$ cat src/rtl/dp_collision_arb.sv
module dp_collision_arb #(
  parameter int ADDR_W = 11
) (
  input  logic              clk,
  input  logic              rst,
  input  logic              lt_sel_n,
  input  logic [ADDR_W-1:0] lt_addr,
  input  logic              rt_sel_n,
  input  logic [ADDR_W-1:0] rt_addr,
  output logic              lt_busy_n,
  output logic              rt_busy_n
);

  logic              lt_sel_q, rt_sel_q;
  logic [ADDR_W-1:0] lt_addr_q, rt_addr_q;
  logic              hit, lt_new, rt_new, owned, rt_first;

  assign hit      = !lt_sel_n && !rt_sel_n && (lt_addr == rt_addr);
  assign lt_new   = (lt_sel_n != lt_sel_q) || (lt_addr != lt_addr_q);
  assign rt_new   = (rt_sel_n != rt_sel_q) || (rt_addr != rt_addr_q);
  assign owned    = !lt_busy_n || !rt_busy_n;
  // right wins only if it was steady while the left side just moved
  assign rt_first = lt_new && !rt_new;

  always_ff @(posedge clk) begin
    if (rst) begin
      lt_sel_q  <= 1'b1;
      rt_sel_q  <= 1'b1;
      lt_addr_q <= '0;
      rt_addr_q <= '0;
      lt_busy_n <= 1'b1;
      rt_busy_n <= 1'b1;
    end else begin
      lt_sel_q  <= lt_sel_n;
      rt_sel_q  <= rt_sel_n;
      lt_addr_q <= lt_addr;
      rt_addr_q <= rt_addr;
      if (!hit) begin
        lt_busy_n <= 1'b1;
        rt_busy_n <= 1'b1;
      end else if (!owned) begin
        lt_busy_n <= !rt_first;
        rt_busy_n <= rt_first;
      end
    end
  end

endmodule


$ cat config.mk
export PLATFORM = sky130hd
export DESIGN_NAME = dp_collision_arb
export DESIGN_NICKNAME = d
export VERILOG_FILES = /design/src/rtl/dp_collision_arb.sv
export SDC_FILE = /design/constraint.sdc
export NUM_CORES = 1
export LEC_CHECK = 0
export BUFFER_PORTS_ARGS = -buffer_cell sky130_fd_sc_hd__buf_2
export CAP_MARGIN = 20
export CORE_MARGIN = 10
export CORE_UTILIZATION = 40
export CTS_CLUSTER_DIAMETER = 120
export CTS_CLUSTER_SIZE = 24
export DETAILED_ROUTE_END_ITERATION = 10
export PLACE_DENSITY = 0.74
export SLEW_MARGIN = 20
export SYNTH_ARGS = -nofsm -noshare
export SYNTH_HDL_FRONTEND = slang
export SYNTH_SLANG_ARGS = --single-unit
$ cat constraint.sdc
create_clock -name clk -period 1.65 [get_ports clk]
set_clock_uncertainty 0.2 [all_clocks]
set_input_delay 0.0825 -clock clk [delete_from_list [all_inputs] [get_ports clk]]
set_output_delay 0.0825 -clock clk [all_outputs]
set_load 0.02 [all_outputs]
==> flow_summary.yaml <==
global_route:
  grt_pass1_vias: 951
  grt_max_degree: 17
  grt-ovfl-total: 0
  grt_pass1_wl_um: 4200
  antenna_found_initial: 0
  grt_usage_pct: 9.74
logic_synthesis:
  yosysWarnings: 0
  synth-async-reset-ratio_pct: 0
  syn_area_per_cell_um2: 10.5
  synth_commonest_cells: "26 x dfxtp_1, 22 x nor2b_1, 22 x xnor2_1"
  yosys.area.top_type: "dfxtp_1"
  synth.ff_latch_count: 26
  synth_cells: 106
  synth-edff-count: 0
  synth_top_area_share_pct: 46.8
  synth.yosys.seq_area_share_pct: 46.8
  ys.flop_type: "dfxtp_1"
  syn_nets: 132
  synth.distinct_cells: 16
  synth_area_leaders: "dfxtp_1 47%, xnor2_1 17%, nor2b_1 12%, xor2_1 9.4%, nand4_1 3.4%"
  synth_most_common_cell: "dfxtp_1"
  syn_area_um2: 1110
timing:
  tightest_slew_ns: 0.603
  final.setup.tns_ns: -0.0182
  period_share_pct: 101
  max-slew-margin-rel_pct: 59.7
  finalWorstSetupSlack_ns: -0.0182
  fin_crit_ns: 1.67
  worst_hold_slack_ns: -0.0225
  rsz0062_at_grt: "true"
  hold_viol_final: 1
  maxSlewViolCount: 0
  max_freq_mhz: 599
  setup_viol_count_final: 1
drt:
  vias: 929
  drtPass1Iterations: 4
  wire_per_inst_um: 13.5
  drc: 0
  wl_um: 2630
  avgViaCountPerCell: 4.76
  drtIter0Drc: 16
  detail-route-antenna-nets: 0
power:
  ir_worst_vdd_mv: 0.634
  powerDensity_nw_per_um2: 809
  p_leak_nw: 0.675
  power.total_mw: 1.35
clocking:
  clk-insertion-delay-late_ns: 0.32
  htreeDepth: 1
  cts.sinks: 26
  root_buffer: "clkbuf_4"
  path_clk_slew_ns: 0.14
  numCtsBuffers: 3
  clock_path_buffers: 2
  cts_tree: "built"
  ctsHoldBuffers: 28
cells_and_area:
  nets: 191
  antennaDiodeCount: 0
  area_growth_pct: 49.8
  fillers: 241
  regArea_um2: 520
  drive_gt1_share_pct: 25.0
  multi_input_area_um2: 628
critical_path:
  worstPathArrival_ns: 1.69
  slowest_stage: "dlygate4sd3_1"
  max_stage_delay_ns: 0.53
  path_cells: "dlygate4sd3_1 -> buf_2 -> xnor2_1 -> nand4_1 -> or3_1 -> a221o_1"
  r2r_cells: 4
  regToRegSetupSlack_ns: 0.10
  required_ns: 1.67
  timing.rr.end: "rt_busy_n$_SDFFE_PP1N_"
  cp-end-kind: "flop"
  crit_type: "in2reg"
  worst-path-max-fanout: 3
  cp-start-kind: "input pin"
  rr_startpoint: "lt_sel_q$_SDFF_PP1_"
place:
  port-buffer-count: 27
  place_congestion: 0.803
  place_hpwl_um: 1790
floorplanning:
  core_area_um2: 2710
  start_util_pct: 41.0
  die-area_um2: 5290
  chipWidth_um: 72.7
  rows: 19
  io_pins: 28
  dieHeight_um: 72.7
min_path:
  worstHoldPathType: "in2reg"
  hold_end: "lt_busy_n$_SDFFE_PP1N_"
  min_path_cells: 5
  worstHoldStart: "rt_sel_n"
outcome:
  status: "complete, but fails checks"
  violations: "hold timing, setup timing"
run:
  cap_viol_max_count: 0
[metal layers]
| layer | track usage [%] | routed length (um) | vias to the layer above |
|---|---|---|---|
| met5 | 0 | 0 | - |
| met4 | 3.80 | 40 | 0 |
| met3 | 3.13 | 137 | 6 |
| met2 | 17.1 | 1320 | 23 |
| met1 | 10.6 | 1140 | 432 |
| li1 | - | - | 468 |
[final cells by class]
cell class,count,share of cell area (%)
multi-input combinational,77,37.7
sequential,26,31.2
timing repair buffer,56,25.4
tap,31,2.33
clock inverter,1,1.80
clock buffer,3,1.35
inverter,1,0.225
[placed cells by master, fill, tap and decap left out]
cell type      synthesis  routed
bufinv_16              0       1
inv_1                  1       1
nand3_1                3       3
nor2b_1               22      22
o211ai_1               1       1
a221o_1                1       1
dlygate4sd3_1          0      28
dfxtp_1               26      26
nor4_2                 0       4
xnor2_1               22      19
nor3_2                 1       1
xnor2_2                1       4
nor3_1                 1       1
buf_2                  0      27
or2_1                  2       2
buf_4                  0       1
or3_1                  1       1
nand4_1                6       6
xor2_1                12      12
clkbuf_4               0       3
[state kept, by name, indices dropped and copies added, names as in the netlist]
name	flops
lt_busy_n	1
rt_sel_q	1
rt_addr_q	11
rt_busy_n	1
lt_sel_q	1
lt_addr_q	11
[cell families (layout without fill, tap and decap cells)]
group                     count (synthesis)  count (layout)  synth area share [%]
DFF                                      26              26                  46.8
xor gates and xnor gates                 35              35                  28.2
AOI/OAI and AO/OA                         2               2                  1.58
buffers and inverters                     3              61                  1.01
and+or+nand+nor                          40              40                  22.4
[worst max-delay path, delay by kind of cell]
kind | cells | cell delay (ns)
AOI/OAI and AO/OA | 1 | 0.25
xor gates and xnor gates | 1 | 0.17
buffers and inverters | 2 | 0.67
and+or+nand+nor | 2 | 0.52
[worst max-delay path by stage]
stage | startpoint | end | slack, ns | cells after the start
after floorplan | lt_addr_q[5]$_SDFF_PP0_ | rt_busy_n$_SDFFE_PP1N_ | 0.18 | 4
after global placement | lt_addr_q[0]$_SDFF_PP0_ | rt_busy_n$_SDFFE_PP1N_ | 0.07 | 4
after detailed placement | lt_sel_q$_SDFF_PP1_ | rt_busy_n$_SDFFE_PP1N_ | 0.04 | 4
after CTS | rt_addr[7] | rt_busy_n$_SDFFE_PP1N_ | 0.008 | 6
after global routing | rt_addr[7] | rt_busy_n$_SDFFE_PP1N_ | -0.07 | 6
final | rt_addr[7] | rt_busy_n$_SDFFE_PP1N_ | -0.02 | 6
[stage by stage]
stage	setup slack [ns]	utilization [%]	instances	area, um2
after CTS	0.00790	59.7	195	1620
after global routing	-0.0664	61.5	195	1670
final	-0.0182	61.5	195	1670
after floorplan	0.184	-	106	1110
after global placement	0.0735	47.5	163	1290
after detailed placement	0.0363	47.5	163	1290
[what timing repair did]
item                       CTS  global route
setup endpoints to repair    0             2
resized for setup            0             7
hold endpoints to repair    25             1
setup buffers                0             0
[report_power, final]
| group | total [mW] | internal [mW] | switching (mW) |
|---|---|---|---|
| clock network | 0.431 | 0.246 | 0.186 |
| logic | 0.244 | 0.142 | 0.102 |
| registers | 0.673 | 0.659 | 0.0139 |
(Power assumes the default switching activity.)
